### src/rtl/nbm_pkg.sv
package nbm_pkg;
    localparam int NIB_W      = 4;
    localparam int ADDR_NIBS  = 3;
    localparam int DATA_NIBS  = 2;
    localparam int EXEC_PH    = 3;
    localparam int CYCLE_LEN  = ADDR_NIBS + DATA_NIBS + EXEC_PH;
    localparam int ADDR_W     = NIB_W * ADDR_NIBS;
    localparam int DATA_W     = NIB_W * DATA_NIBS;
    localparam int PH_W       = $clog2(CYCLE_LEN);
    localparam int RET_FIRST  = ADDR_NIBS;
    localparam int RET_LAST   = ADDR_NIBS + DATA_NIBS - 1;
    localparam int EXEC_FIRST = RET_LAST + 1;

    typedef logic [PH_W-1:0]   phase_t;
    typedef logic [NIB_W-1:0]  nib_t;
    typedef logic [ADDR_W-1:0] addr_t;
    typedef logic [DATA_W-1:0] byte_t;

    typedef struct packed {
        addr_t addr;
        logic  hit;
    } fetch_t;

    function automatic logic addr_hit(addr_t a, int base, int size);
        return (int'(a) >= base) && (int'(a) < base + size);
    endfunction

    function automatic logic is_return(phase_t p);
        return (int'(p) >= RET_FIRST) && (int'(p) <= RET_LAST);
    endfunction

    function automatic logic is_exec(phase_t p);
        return int'(p) >= EXEC_FIRST;
    endfunction
endpackage

### src/rtl/nbm_phase.sv
module nbm_phase
    import nbm_pkg::*;
(
    input  logic   clk,
    input  logic   rst,
    input  logic   sync_i,
    output phase_t ph_o
);
    phase_t cnt_q;

    always_comb ph_o = sync_i ? '0 : cnt_q;

    always_ff @(posedge clk) begin
        if (rst)
            cnt_q <= '0;
        else if (int'(ph_o) == CYCLE_LEN - 1)
            cnt_q <= '0;
        else
            cnt_q <= ph_o + phase_t'(1);
    end

    assert_wrap_R1: assert property (@(posedge clk) disable iff (rst)
        (!sync_i && int'(ph_o) == CYCLE_LEN - 1) |=> (ph_o == '0));

    assert_restart_R10: assert property (@(posedge clk) disable iff (rst)
        sync_i |=> (sync_i || ph_o == phase_t'(1)));
endmodule

### src/rtl/nbm_addr.sv
module nbm_addr
    import nbm_pkg::*;
#(
    parameter int WIN_BASE = 0,
    parameter int WIN_SIZE = 1 << nbm_pkg::ADDR_W
) (
    input  logic   clk,
    input  logic   rst,
    input  phase_t ph_i,
    input  nib_t   bus_i,
    output fetch_t fetch_o
);
    nib_t   stage_q [ADDR_NIBS-1];
    addr_t  assembled;
    fetch_t fetch_q;
    logic   commit;

    always_comb commit = (int'(ph_i) == ADDR_NIBS - 1);

    for (genvar i = 0; i < ADDR_NIBS - 1; i++) begin : g_stage
        always_ff @(posedge clk) begin
            if (rst)
                stage_q[i] <= '0;
            else if (int'(ph_i) == i)
                stage_q[i] <= bus_i;
        end
        assign assembled[i*NIB_W +: NIB_W] = stage_q[i];
    end
    assign assembled[ADDR_W-1 -: NIB_W] = bus_i;

    always_ff @(posedge clk) begin
        if (rst)
            fetch_q <= '0;
        else if (commit) begin
            fetch_q.addr <= assembled;
            fetch_q.hit  <= addr_hit(assembled, WIN_BASE, WIN_SIZE);
        end
    end

    assign fetch_o = fetch_q;

    assert_hold_R3: assert property (@(posedge clk) disable iff (rst)
        !commit |=> $stable(fetch_q));
endmodule

### src/rtl/nbm_return.sv
module nbm_return
    import nbm_pkg::*;
(
    input  logic   clk,
    input  logic   rst,
    input  phase_t ph_i,
    input  logic   hit_i,
    input  byte_t  data_i,
    input  logic   second_fetch_i,
    output nib_t   bus_o,
    output logic   oe_o,
    output logic   data_cycle_o
);
    logic   ret;
    phase_t k;
    int     idx;
    logic   pend_q, dc_q;
    logic   pend_nx;

    always_comb begin
        ret  = is_return(ph_i);
        oe_o = ret && hit_i;
        k    = ph_i - phase_t'(RET_FIRST);
        idx  = (DATA_NIBS - 1 - int'(k)) * NIB_W;
        if (oe_o)
            bus_o = data_i[idx +: NIB_W];
        else
            bus_o = '0;
    end

    always_comb pend_nx = pend_q || (is_exec(ph_i) && second_fetch_i && !dc_q);

    always_ff @(posedge clk) begin
        if (rst) begin
            pend_q <= 1'b0;
            dc_q   <= 1'b0;
        end else if (int'(ph_i) == CYCLE_LEN - 1) begin
            dc_q   <= pend_nx;
            pend_q <= 1'b0;
        end else if (ph_i == '0) begin
            pend_q <= 1'b0;
        end else begin
            pend_q <= pend_nx;
        end
    end

    assign data_cycle_o = dc_q;

    assert_oe_phase_R5: assert property (@(posedge clk) disable iff (rst)
        oe_o |-> (int'(ph_i) >= RET_FIRST && int'(ph_i) <= RET_LAST));

    assert_no_chain_R8: assert property (@(posedge clk) disable iff (rst)
        (dc_q && int'(ph_i) == CYCLE_LEN - 1) |=> !dc_q);

    assert_dc_hold_R7: assert property (@(posedge clk) disable iff (rst)
        (int'(ph_i) != CYCLE_LEN - 1) |=> $stable(dc_q));
endmodule

### src/rtl/nibble_mem_adapter.sv
module nibble_mem_adapter
    import nbm_pkg::*;
#(
    parameter int WIN_BASE = 0,
    parameter int WIN_SIZE = 4096
) (
    input  logic        clk,
    input  logic        rst,
    input  logic        sync_i,
    input  logic        second_fetch_i,
    input  logic [3:0]  bus_in_i,
    output logic [3:0]  bus_out_o,
    output logic        bus_oe_o,
    output logic [11:0] mem_addr_o,
    input  logic [7:0]  mem_data_i,
    output logic        data_cycle_o
);
    phase_t ph;
    fetch_t fetch;

    nbm_phase i_phase (
        .clk    (clk),
        .rst    (rst),
        .sync_i (sync_i),
        .ph_o   (ph)
    );

    nbm_addr #(
        .WIN_BASE (WIN_BASE),
        .WIN_SIZE (WIN_SIZE)
    ) i_addr (
        .clk     (clk),
        .rst     (rst),
        .ph_i    (ph),
        .bus_i   (bus_in_i),
        .fetch_o (fetch)
    );

    nbm_return i_ret (
        .clk            (clk),
        .rst            (rst),
        .ph_i           (ph),
        .hit_i          (fetch.hit),
        .data_i         (mem_data_i),
        .second_fetch_i (second_fetch_i),
        .bus_o          (bus_out_o),
        .oe_o           (bus_oe_o),
        .data_cycle_o   (data_cycle_o)
    );

    assign mem_addr_o = fetch.addr;

    assert_quiet_R5: assert property (@(posedge clk) disable iff (rst)
        !bus_oe_o |-> (bus_out_o == 4'h0));
endmodule

### config.mk
export PLATFORM = sky130hd
export DESIGN_NAME = nibble_mem_adapter
export DESIGN_NICKNAME = d
export VERILOG_FILES = /design/src/rtl/nbm_pkg.sv /design/src/rtl/nbm_phase.sv /design/src/rtl/nbm_addr.sv /design/src/rtl/nbm_return.sv /design/src/rtl/nibble_mem_adapter.sv
export SDC_FILE = /design/constraint.sdc
export NUM_CORES = 1
export LEC_CHECK = 0
export BUFFER_PORTS_ARGS = -buffer_cell sky130_fd_sc_hd__buf_2
export CORE_ASPECT_RATIO = 1.75
export CORE_MARGIN = 5
export CORE_UTILIZATION = 50
export DETAILED_ROUTE_END_ITERATION = 16
export GPL_ROUTABILITY_DRIVEN = 0
export PLACE_DENSITY = 0.87
export SLEW_MARGIN = 20
export SYNTH_ARGS = -nofsm -noshare
export SYNTH_HDL_FRONTEND = slang
export SYNTH_SLANG_ARGS = --single-unit
### constraint.sdc
create_clock -name clk -period 2.4 [get_ports clk]
set_clock_uncertainty 0.2 [all_clocks]
set_input_delay 0.24 -clock clk [delete_from_list [all_inputs] [get_ports clk]]
set_output_delay 0.24 -clock clk [all_outputs]
set_load 0.01 [all_outputs]
# Word level (Yosys, flattened, before mapping)

Memories as Yosys holds them, arrays and structs flattened. A register that Yosys moved wholly into a read port is not among the register bits.
Index checks and enable logic that the tools add are counted.

Memories kept: 1
Output and inout bits: 18
Word-level logic and storage cells: 40
Input bits: 16
Bits in registers: 18
Memory bits (writable): 8

Memories:

| memory         | words | bits a word | rd ports | clocked after memory_dff | wr ports | line           | RTL |
|---|---|---|---|---|---|---|---|
| i_addr.stage_q | 2     | 4           | 2        | 2                        | 2        | nbm_addr.sv:13 | `nib_t stage_q [ADDR_NIBS-1];` |

Muxes and demuxes: 12
Shifts and indexed selects: 1
Add/subtract/negate cells: 3
Equality and inequality tests: 3
Magnitude comparators: 3
Reductions and logical operators: 10
Bitwise logic cells: 2

Operator list:

| kind                  | count |
|---|---|
| $shiftx A8 B32 Y4     | 1 |
| $mux W4               | 3 |
| $mux W1               | 8 |
| $logic_not A3 Y1      | 2 |
| $logic_and A1 B1 Y1   | 4 |
| $sub A1 B3 Y4 const A | 1 |
| $add A3 B1 Y3 const B | 1 |
| $eq A3 B1 Y1 const B  | 1 |
| $eq A3 B2 Y1 const B  | 1 |
| $eq A3 B3 Y1 const B  | 1 |
| $ge A3 B2 Y1 const B  | 1 |
| $ge A3 B3 Y1 const B  | 1 |
| $le A3 B3 Y1 const B  | 1 |
| $mux W3               | 1 |
| $reduce_or A3 Y1      | 1 |
| $sub A3 B2 Y3 const B | 1 |
| $or A1 B1 Y1          | 2 |
| $reduce_or A2 Y1      | 1 |
| $logic_not A1 Y1      | 1 |
| $logic_or A1 B1 Y1    | 1 |

# Longest topological paths before layout

Gate-level depths: netlist of the first run.

Depth in word-level cells: 6
Depth in mapped cells: 6
Gate-level depth less buffers: 5

# Hierarchy

A second synthesis of the first run with hierarchy kept.

Cell total of the unflattened synthesis: 118
Area, all modules: 1308.8 µm²

Modules (own cells, without submodules):

| module     | instances | cells an instance | seq. area each (µm²) | area each (µm²) |
|---|---|---|---|---|
| nbm_addr   | 1         | 77                | 500.5                | 913.4 |
| nbm_return | 1         | 30                | 40.0                 | 264.0 |
| nbm_phase  | 1         | 11                | 60.1                 | 131.4 |

# Least setup slack after synthesis of the first run

No wires, ideal clock.

Path type: flip-flop to output port
Start point: register i_phase.cnt_q[0]
End point: output bus_out_o[0]
Arrival: 1.584 ns
Stages on the path, launching flop included: 7
Required time: 1.960 ns
Path slack: 0.376 ns
Path buffers: 1
Cells stage by stage: dfxtp_1 -> nor2b_1 -> buf_4 -> and2_1 -> ha_1 -> o21ai_1 -> a211oi_1

Word-level cells in the longest chain between the ends: 5
Elaborated cells on any way between the ends: 9
Those cells by class: add/sub (2); order compare (2); shift (1); mux (2); reduce/logical (2)

Ends and longest elaborated chain:

| what                                                            | line                               | RTL |
|---|---|---|
| start: declaration                                              | nbm_phase.sv:9                     | `phase_t cnt_q;` |
| start signal: assignment                                        | nbm_phase.sv:19                    | `cnt_q <= ph_o + phase_t'(1);` |
| $mux W3 (*)                                                     | nbm_phase.sv:11                    | `always_comb ph_o = sync_i ? '0 : cnt_q;` |
| $sub A3 B2 Y3, or another cell as far along                     | nbm_return.sv:23                   | `k = ph_i - phase_t'(RET_FIRST);` |
| $sub A1 B3 Y4 / $logic_and A1 B1 Y1 (equally long branches)     | nbm_return.sv:24, nbm_pkg.sv:29    |  |
| $shiftx A8 B32 Y4 / $logic_and A1 B1 Y1 (equally long branches) | nbm_return.sv:26, nbm_return.sv:22 |  |
| $mux W4 (*)                                                     | nbm_return.sv:25                   | `if (oe_o)` |
| end: declaration                                                | nibble_mem_adapter.sv:12           | `output logic [3:0] bus_out_o,` |

Mark *: on every way between the ends. The rest lies on a longest branch, timed or not.

# Worst setup path after layout of the first run

Start point: register i_phase.cnt_q[0]
End point: output bus_out_o[3]

Same word-level chain as after synthesis.

==> results of run 1 <==
-- cells in the final DEF, fill, tap and decap left out, types with 3 or more instances in the layout --
cell type,Yosys,layout
mux2i_1,5,5
dfxtp_1,18,17
edfxtp_1,8,8
clkbuf_8,0,3
buf_2,2,33
a21oi_1,13,13
a211oi_1,4,4
nor2_1,5,5
nand2_2,3,3
inv_1,3,3
nand2_1,23,23
and2_1,9,9
-- flip-flops by register name, indices dropped and copies added (netlist names) --
name / flops
mem_addr_o: 8
i_ret.pend_q: 1
i_ret.data_cycle_o: 1
i_addr.fetch_o: 5
i_addr.stage_q: 8
i_phase.cnt_q: 3
-- through the flow --
stage          cells  setup WS (ns)  utilization  cell area (µm²)  hold WS [ns]
2_1_floorplan    119          0.376            -             1170         0.117
3_3_place_gp     172          0.459        0.587             1340         0.239
3_5_place_dp     172          0.309        0.587             1340         0.246
4_1_cts          176         0.0960        0.608             1380        0.0284
5_1_grt          176        -0.0466        0.608             1380        0.0505
6_report         176          0.105        0.608             1380        0.0290
-- cells in the mapped netlist, drive strengths merged --
cell type / instances
or2: 2
or4b: 1
a21oi: 13
buf: 4
a41oi: 1
nor3b: 1
nor2: 5
o21ai: 2
nand2: 26
xnor2: 1
dfxtp: 18
or3: 1
nor4: 2
a21o: 1
ha: 2
nor2b: 2
and3b: 2
and2: 9
inv: 3
clkbuf: 2
mux2i: 5
a211oi: 5
nor3: 1
edfxtp: 8
and2b: 1
nor4b: 1
-- per-layer routing --
| metal | GRT usage | wire [µm] | vias to the layer above |
|---|---|---|---|
| li1 | - | - | 471 |
| met1 | 0.140 | 760 | 428 |
| met2 | 0.268 | 1220 | 33 |
| met3 | 0.0294 | 178 | 9 |
| met4 | 0.0854 | 74 | 0 |
| met5 | 0 | 0 | - |
-- logic make-up after synthesis --
group / count (synthesis) / synth area share
multiplexers: 5 / 0.0429
buffers and inverters: 9 / 0.0407
AND/OR/NAND/NOR: 54 / 0.258
AO/OA/AOI/OAI: 22 / 0.115
flip-flops: 26 / 0.514
XOR/XNOR: 1 / 0.00750
adder cells (fa/ha/maj): 2 / 0.0214
-- worst register-to-register path, delay by kind of cell, from the launching register on --
family,cells,cell delay [ns]
adders and majority gates,1,0.28
DFF,1,0.42
AOI/OAI and AO/OA,1,0.19
and+or+nand+nor,3,0.42
-- worst min path at each step --
stage,from,end,slack (ns),depth (start not counted)
final,bus_in_i[0],i_addr.fetch_o[9]$_SDFFE_PP0N_,0.03,3
after floorplan,sync_i,i_phase.cnt_q[1]$_SDFF_PP0_,0.12,1
after global routing,bus_in_i[0],i_addr.fetch_o[9]$_SDFFE_PP0N_,0.05,3
after CTS,bus_in_i[0],i_addr.fetch_o[9]$_SDFFE_PP0N_,0.03,3
after global placement,mem_addr_o[5]$_SDFFE_PP0N_,mem_addr_o[5]$_SDFFE_PP0N_,0.24,2
after detailed placement,mem_addr_o[1]$_SDFFE_PP0N_,mem_addr_o[1]$_SDFFE_PP0N_,0.25,2
-- power by group --
| part | internal [µW] | total [µW] | switching [µW] |
|---|---|---|---|
| registers | 469 | 478 | 9.15 |
| logic | 30.6 | 65.7 | 35.1 |
| clock network | 114 | 241 | 126 |
-- repair_timing --
| item | 4_1_cts | 5_1_grt |
|---|---|---|
| hold buffers | 0 | 0 |
| endpoints found under the setup margin | 1 | 2 |
| resized for setup | 1 | 0 |
| buffers inserted | 0 | 0 |
-- cell type report --
type	instances	area, µm²
flip-flops and latches	26	602
clock inverters	1	3.75
well taps	25	31.3
clock buffers	3	41.3
fillers	192	892
multi-input cells	84	519
inverters	3	11.3
repair buffers	34	173
==> results.toml, run 1 <==
[drt]
drt_pre_antenna_iters = 4
routedWlPerCell_um = 12.7
vias = 941
viasPerCell = 5.35
drt_iter0_drc = 12
wirelength_mm = 2.23
ant_nets = 0
drc = 0

[critical_path]
cp_slowest_cell = "dfxtp_2"
worstSetupStartpoint = "i_phase.cnt_q[0]$_SDFF_PP0_"
worstSetupPathDepth = 6
r2r-end = "i_ret.data_cycle_o$_SDFFE_PP0P_"
cpPeakStageDelay_ns = 0.42
cp_top_family = "compound AO/OA/AOI/OAI gates"
r2r_setup_slack_ns = 0.80
worstRegToRegCells = 5
worstSetupStartpointType = "register"
cp.required_ns = 1.96
cp_max_fo = 8
path_cells = "nor2b_1 -> and2_1 -> ha_1 -> o21ai_1 -> a211oi_1 -> buf_2"
worstPathArrival_ns = 1.86
endpoint = "bus_out_o[3]"
r2r-start = "i_phase.cnt_q[0]$_SDFF_PP0_"
critPathBufInv = 1
criticalPathCategory = "reg2out"
critPathCaptureType = "output port"

[synthesis]
yosysUniqueCellTypes = 30
ys_seq_elements = 26
synth_largest_area_cell = "dfxtp_1"
synth_area_um2 = 1170
syn_inst = 119
synth_warnings = 0
synth_fp_nets = 137
synth.yosys.seq_area_share = 0.514
avgSynthCellArea_um2 = 9.81
synth_top_area_frac = 0.309
netlist_top_cells_area = "dfxtp_1, edfxtp_1, nand2_1"

[floorplanning]
io_pins = 34
core_area_um2 = 2270
dieHeight_um = 73.9
die_w_um = 46.5
die_area_um2 = 3440
rows = 23
start_util = 0.513

[clock_tree]
ctsLongestPathBuffers = 2
htreeDepth = 1
ctsRootBufferMaster = "clkbuf_8"
clkTransAtPathRegs_ns = 0.08
cts_sinks = 26
cts_tree = "done"
clkLatencyLatePin_ns = 0.26
numCtsBuffers = 3

[sta]
fin_crit_ns = 2.30
max_slew_margin = 0.574
max_freq_mhz = 436
hold_viol = 0
worst_slew_pin_slew_ns = 0.636
slew_violations = 0
fin_crit_sh = 0.956
setup_viol = 0
rsz0062_at_grt = "true"
setup_tns_ns = 0

[placed_design]
io_buffers = 33
dp_hpwl_mm = 1.80

[grt]
grt_pass1_wl_mm = 3.71
grt_max_degree = 23
track_usage = 0.146
grt_pass1_vias = 972
gr-total-overflow = 0
antenna_found_initial = 0

[power]
leakage_uw = 0.000571
power_uw = 785
p_per_area_nw_per_um2 = 568
ir_drop_uv = 351

[final_layout]
drive_gt1_frac = 0.311
syn_to_final_growth_pct = 18.3
num_antenna_cells = 0
nets = 170

[outcome]
status = "complete, no violations"

[worst_hold_path]
worstHoldPathType = "in2reg"

[run]
cap_violations = 0
Note: power is estimated with default switching activity, not from simulation.
==> run 2, diff against run 1 <==
--- a/config.mk
+++ b/config.mk
@@ -12,6 +12,7 @@
 export DETAILED_ROUTE_END_ITERATION = 16
 export GPL_ROUTABILITY_DRIVEN = 0
 export PLACE_DENSITY = 0.87
+export SETUP_SLACK_MARGIN = 0.5
 export SLEW_MARGIN = 20
 export SYNTH_ARGS = -nofsm -noshare
 export SYNTH_HDL_FRONTEND = slang
==> run 2 against run 1 <==
  * Clock power is 2% higher
  * Non-clock buffer count is 6 higher
  * Register-to-register slack worse by 0.17 ns
  * Worst hold slack better by 0.0030 ns
  * Via count is 3.8% higher
  * Global-route usage is 2.2 points higher
  * Critical endpoint unchanged
  * Core utilization is 5.8 points higher
  * Sequential share of layout area is 3.3 points lower
  * Critical path depth stayed put
  * Sequential power hardly changed
  * Wire length is 15% higher
  * Final area is 9.6% higher
  * Critical path type unchanged
==> results.toml, run 2 (same netlist as run 1, synthesis figures left out) <==
[outcome]
status = "complete, no violations"

[sta]
hold_viol = 0
whs_ns = 0.0320
setup_tns_ns = 0
fin_crit_ns = 2.04
setup_viol = 0
max_slew_margin = 0.532
slew_violations = 0
fin_crit_sh = 0.850
rsz0062_at_grt = "true"
max_freq_mhz = 490
worst_slew_pin_slew_ns = 0.699

[grt]
gr-total-overflow = 0
grt_max_degree = 23
antenna_found_initial = 0
track_usage = 0.168
grt_pass1_wl_mm = 4.10
grt_pass1_vias = 933

[final_layout]
multi_input_area_um2 = 599
final_core_util = 0.666
nets = 176
layout_common_cells = "buf_2, nand2_1, dfxtp_1"
regArea_um2 = 609
final_common_cell = "buf_2"
drive_gt1_frac = 0.420
final_cells = 182
syn_to_final_growth_pct = 29.7
fill_cells = 185
num_antenna_cells = 0

[placed_design]
placed_cells = 172
io_buffers = 33
dp_hpwl_mm = 1.78

[clock_tree]
cts_sinks = 26
clkTransAtPathRegs_ns = 0.08
numCtsBuffers = 3
cts_tree = "done"
clkLatencyLatePin_ns = 0.27
ctsHoldBuffers = 0
ctsRootBufferMaster = "clkbuf_8"
htreeDepth = 1
ctsLongestPathBuffers = 2

[floorplanning]
die_area_um2 = 3440
start_util = 0.513
core_area_um2 = 2270
io_pins = 34
rows = 23
die_w_um = 46.5
dieHeight_um = 73.9

[critical_path]
cp.required_ns = 1.96
r2r_setup_slack_ns = 0.63
worstPathArrival_ns = 1.60
worstSetupStartpointType = "register"
critPathCaptureType = "output port"
cp_max_fo = 4
criticalPathCategory = "reg2out"

[drt]
vias = 977
routedWlPerCell_um = 14.1
drt_pre_antenna_iters = 4
wirelength_mm = 2.57
drt_iter0_drc = 22
viasPerCell = 5.37
ant_nets = 0
drc = 0

[power]
p_per_area_nw_per_um2 = 529
p_seq_frac = 0.593
p_comb_frac = 0.101
pwr-share-clk = 0.306
p_int_uw = 619
sw_frac_of_total = 0.227
leakage_uw = 0.000627
ir_drop_uv = 369
power_uw = 800
switchingPower_uw = 182

[run]
cap_violations = 0

[worst_hold_path]
worstHoldPathType = "in2reg"
[run 2: power groups by stage]
stage / logic, µW / registers, µW / clock network, µW
after global routing: 88.6 / 477 / 272
after detailed placement: 68.0 / 489 / 0
after global placement: 65.5 / 488 / 0
after floorplan: 44.3 / 487 / 0
final: 81.0 / 475 / 245
after CTS: 77.7 / 475 / 248
[run 2: worst paths after layout]
kind,from,to,cells past startpoint
max,i_phase.cnt_q[0]$_SDFF_PP0_,bus_out_o[3],6
min,bus_in_i[0],i_addr.fetch_o[9]$_SDFFE_PP0N_,3
max reg2reg,i_phase.cnt_q[2]$_SDFF_PP0_,i_addr.fetch_o[11]$_SDFFE_PP0N_,5
min reg2reg,mem_addr_o[6]$_SDFFE_PP0N_,mem_addr_o[6]$_SDFFE_PP0N_,2
[run 2: area by class of cell]
cell class | instances | area share
Tap cell | 25 | 0.0207
Timing Repair Buffer | 40 | 0.144
Inverter | 3 | 0.00744
Sequential cell | 26 | 0.402
Clock inverter | 1 | 0.00248
Multi-Input combinational cell | 84 | 0.396
Clock buffer | 3 | 0.0273
[run 2: worst max-delay path: stages (launching register included)]
cell	delay, ns
dfxtp_4	0.35
nor2b_4	0.14
and2_4	0.18
ha_4	0.17
o21ai_4	0.09
a211oi_2	0.24
buf_2	0.17
[run 2: what timing repair did]
action	4_1_cts	5_1_grt
hold endpoints to repair	0	0
endpoints found under the setup margin	5	5
resized for setup	15	0
pin swaps	7	2
gates cloned	0	0
buffers inserted	3	3
[run 2: per-layer routing]
metal	global-route usage	vias up	share of wire	wire length, µm
met4	0.0886	0	0.026	68
li1	-	485	-	-
met3	0.0441	7	0.082	212
met1	0.181	441	0.35	908
met2	0.287	44	0.54	1380
met5	0	-	0	0
[run 2: metrics by stage]
step	instance area [µm²]	setup slack, ns
floorplan	1190	0.488
global placement	1360	0.500
detailed placement	1360	0.418
CTS	1490	0.379
global route	1510	0.288
finish	1510	0.359
==> run 3, diff against run 2 <==
--- a/config.mk
+++ b/config.mk
@@ -5,10 +5,11 @@
 export SDC_FILE = /design/constraint.sdc
 export NUM_CORES = 1
 export LEC_CHECK = 0
+export ABC_AREA = 1
 export BUFFER_PORTS_ARGS = -buffer_cell sky130_fd_sc_hd__buf_2
 export CORE_ASPECT_RATIO = 1.75
 export CORE_MARGIN = 5
-export CORE_UTILIZATION = 50
+export CORE_UTILIZATION = 49
 export DETAILED_ROUTE_END_ITERATION = 16
 export GPL_ROUTABILITY_DRIVEN = 0
 export PLACE_DENSITY = 0.87
==> run 3 against run 2 <==
  * Flip-flop and latch count unchanged
  * Sequential share of layout area grew 1.1 points
  * Synthesized area fell by 3.6%
  * Setup slack better by 0.12 ns
  * Total power is 1.4% higher
  * Register-to-register slack improved by 0.02 ns
  * Synthesized cell count rose by 24%
  * Worst hold slack better by 0.0025 ns
  * Die area shrank 1.4%
  * Cell count up 16%
  * Combinational power grew 13%
  * Global-route usage about the same
  * Critical path type unchanged
  * Critical endpoint is now bus_out_o[2]
  * Largest power group unchanged
==> results.toml, run 3 <==
[outcome]
status = "complete, no violations"

[synthesis]
synth_edf_count = 8
synth_area_um2 = 1120
synth_top_area_frac = 0.320
synth_largest_area_cell = "dfxtp_1"
avgSynthCellArea_um2 = 7.65
syn_inst = 147
ys.flop_type = "dfxtp_1"
synth_fp_nets = 165
synth.yosys.seq_area_share = 0.534
synthArstFlopShare = 0
netlist_top_cells_area = "dfxtp_1, edfxtp_1, nor2_1"
netlist_top_cells_count = "nor2_1, nand2_1, dfxtp_1"
ys_seq_elements = 26
yosysMostFrequentCell = "nor2_1"
synth_warnings = 0
yosysUniqueCellTypes = 18

[power]
power_uw = 811
p_per_area_nw_per_um2 = 556
ir_drop_uv = 417
leakage_uw = 0.000703

[sta]
fin_crit_ns = 1.92
max_slew_margin = 0.639
setup_tns_ns = 0
hold_viol = 0
worst_slack_ns = 0.481
fin_crit_sh = 0.800
slew_violations = 0
rsz0062_at_grt = "true"
worst_slew_pin_slew_ns = 0.535
max_freq_mhz = 521
setup_viol = 0

[run]
cap_violations = 0

[clock_tree]
numCtsBuffers = 3
htreeDepth = 1
clkLatencyLatePin_ns = 0.26
ctsRootBufferMaster = "clkbuf_8"
ctsLongestPathBuffers = 2
cts_sinks = 26
cts_tree = "done"
clkTransAtPathRegs_ns = 0.08

[drt]
routedWlPerCell_um = 12.2
drt_iter0_drc = 15
vias = 1051
drc = 0
wirelength_mm = 2.59
ant_nets = 0
viasPerCell = 4.96
drt_pre_antenna_iters = 4

[final_layout]
fill_cells = 195
syn_to_final_growth_pct = 29.8
drive_gt1_frac = 0.342
nets = 207
final_cells = 212
final_common_cell = "nor2_1"
num_antenna_cells = 0
layout_common_cells = "nor2_1, buf_2, nand2_1"

[grt]
antenna_found_initial = 0
grt_pass1_wl_mm = 4.17
gr-total-overflow = 0
grt_pass1_vias = 1098
grt_max_degree = 17
track_usage = 0.168

[floorplanning]
io_pins = 34
die_w_um = 46.2
dieHeight_um = 73.4
die_area_um2 = 3390
start_util = 0.501
rows = 23
core_area_um2 = 2240

[worst_hold_path]
worstHoldPathType = "in2reg"

[critical_path]
worstPathArrival_ns = 1.48
critPathCaptureType = "output port"
worstSetupStartpointType = "register"
criticalPathCategory = "reg2out"
cp_max_fo = 5
cp.required_ns = 1.96

[placed_design]
post-place-ws_ns = 0.540
placed_cells = 202
dp_hpwl_mm = 1.90
io_buffers = 33
==> run 3: through the flow <==
stage,hold slack [ns],area [µm²],util
finish,0.0346,1460,0.651
global route,0.0523,1460,0.651
CTS,0.0376,1430,0.638
detailed placement,0.252,1310,0.581
global placement,0.243,1310,0.581
floorplan,0.109,1120,-
==> run 3: report_power, final <==
| group | internal (µW) | switching (µW) |
|---|---|---|
| logic | 35.7 | 56.1 |
| clock network | 112 | 128 |
| registers | 472 | 6.60 |
| total | 621 | 191 |
==> run 3: cell type report <==
type	instances	area, µm²	area share
sequential	26	604	0.414
tap	25	31.3	0.0214
clock buffer	3	41.3	0.0283
multi-input combinational	100	493	0.338
inverter	18	70.1	0.0480
timing repair buffer	40	220	0.151
==> run 3: worst max-delay path, stage by stage (launching register included) <==
cell and delay, ns:
dfxtp_2 0.36, inv_4 0.06, nor2_4 0.13, ha_2 0.18, nor2_1 0.04, nor2_1 0.10
nand2_2 0.10, nor2_1 0.11, buf_2 0.13
==> run 3: path summary, 6_finish.rpt <==
path	from	to	slack (ns)	depth (start not counted)
min	bus_in_i[1]	i_addr.fetch_o[10]$_SDFFE_PP0N_	0.03	3
max	i_phase.cnt_q[0]$_SDFF_PP0_	bus_out_o[2]	0.48	8
min reg2reg	i_ret.pend_q$_SDFF_PP0_	i_ret.pend_q$_SDFF_PP0_	0.27	2
max reg2reg	i_phase.cnt_q[0]$_SDFF_PP0_	i_addr.stage_q[1][0]$_SDFFCE_PN0P_	0.65	4
==> run 3: per-layer routing <==
| layer | track usage | part of all wire |
|---|---|---|
| met4 | 0.117 | 0.047 |
| met5 | 0 | 0 |
| met3 | 0.0368 | 0.046 |
| met2 | 0.316 | 0.57 |
| met1 | 0.141 | 0.34 |
==> run 3: cell families after synthesis <==
kind of cell	Yosys count	synth area share
AND/OR/NAND/NOR	82	0.298
AO/OA/AOI/OAI	16	0.0712
buffers and inverters	21	0.0745
adder cells (fa/ha/maj)	2	0.0222
flip-flops	26	0.534
==> run 3: repair_timing <==
item,4_1_cts,5_1_grt
endpoints found under the setup margin,5,5
hold buffers,1,0
buffers inserted,4,2
hold endpoints to repair,1,0
cloned,0,0
resized for setup,15,4
pin swaps,8,2
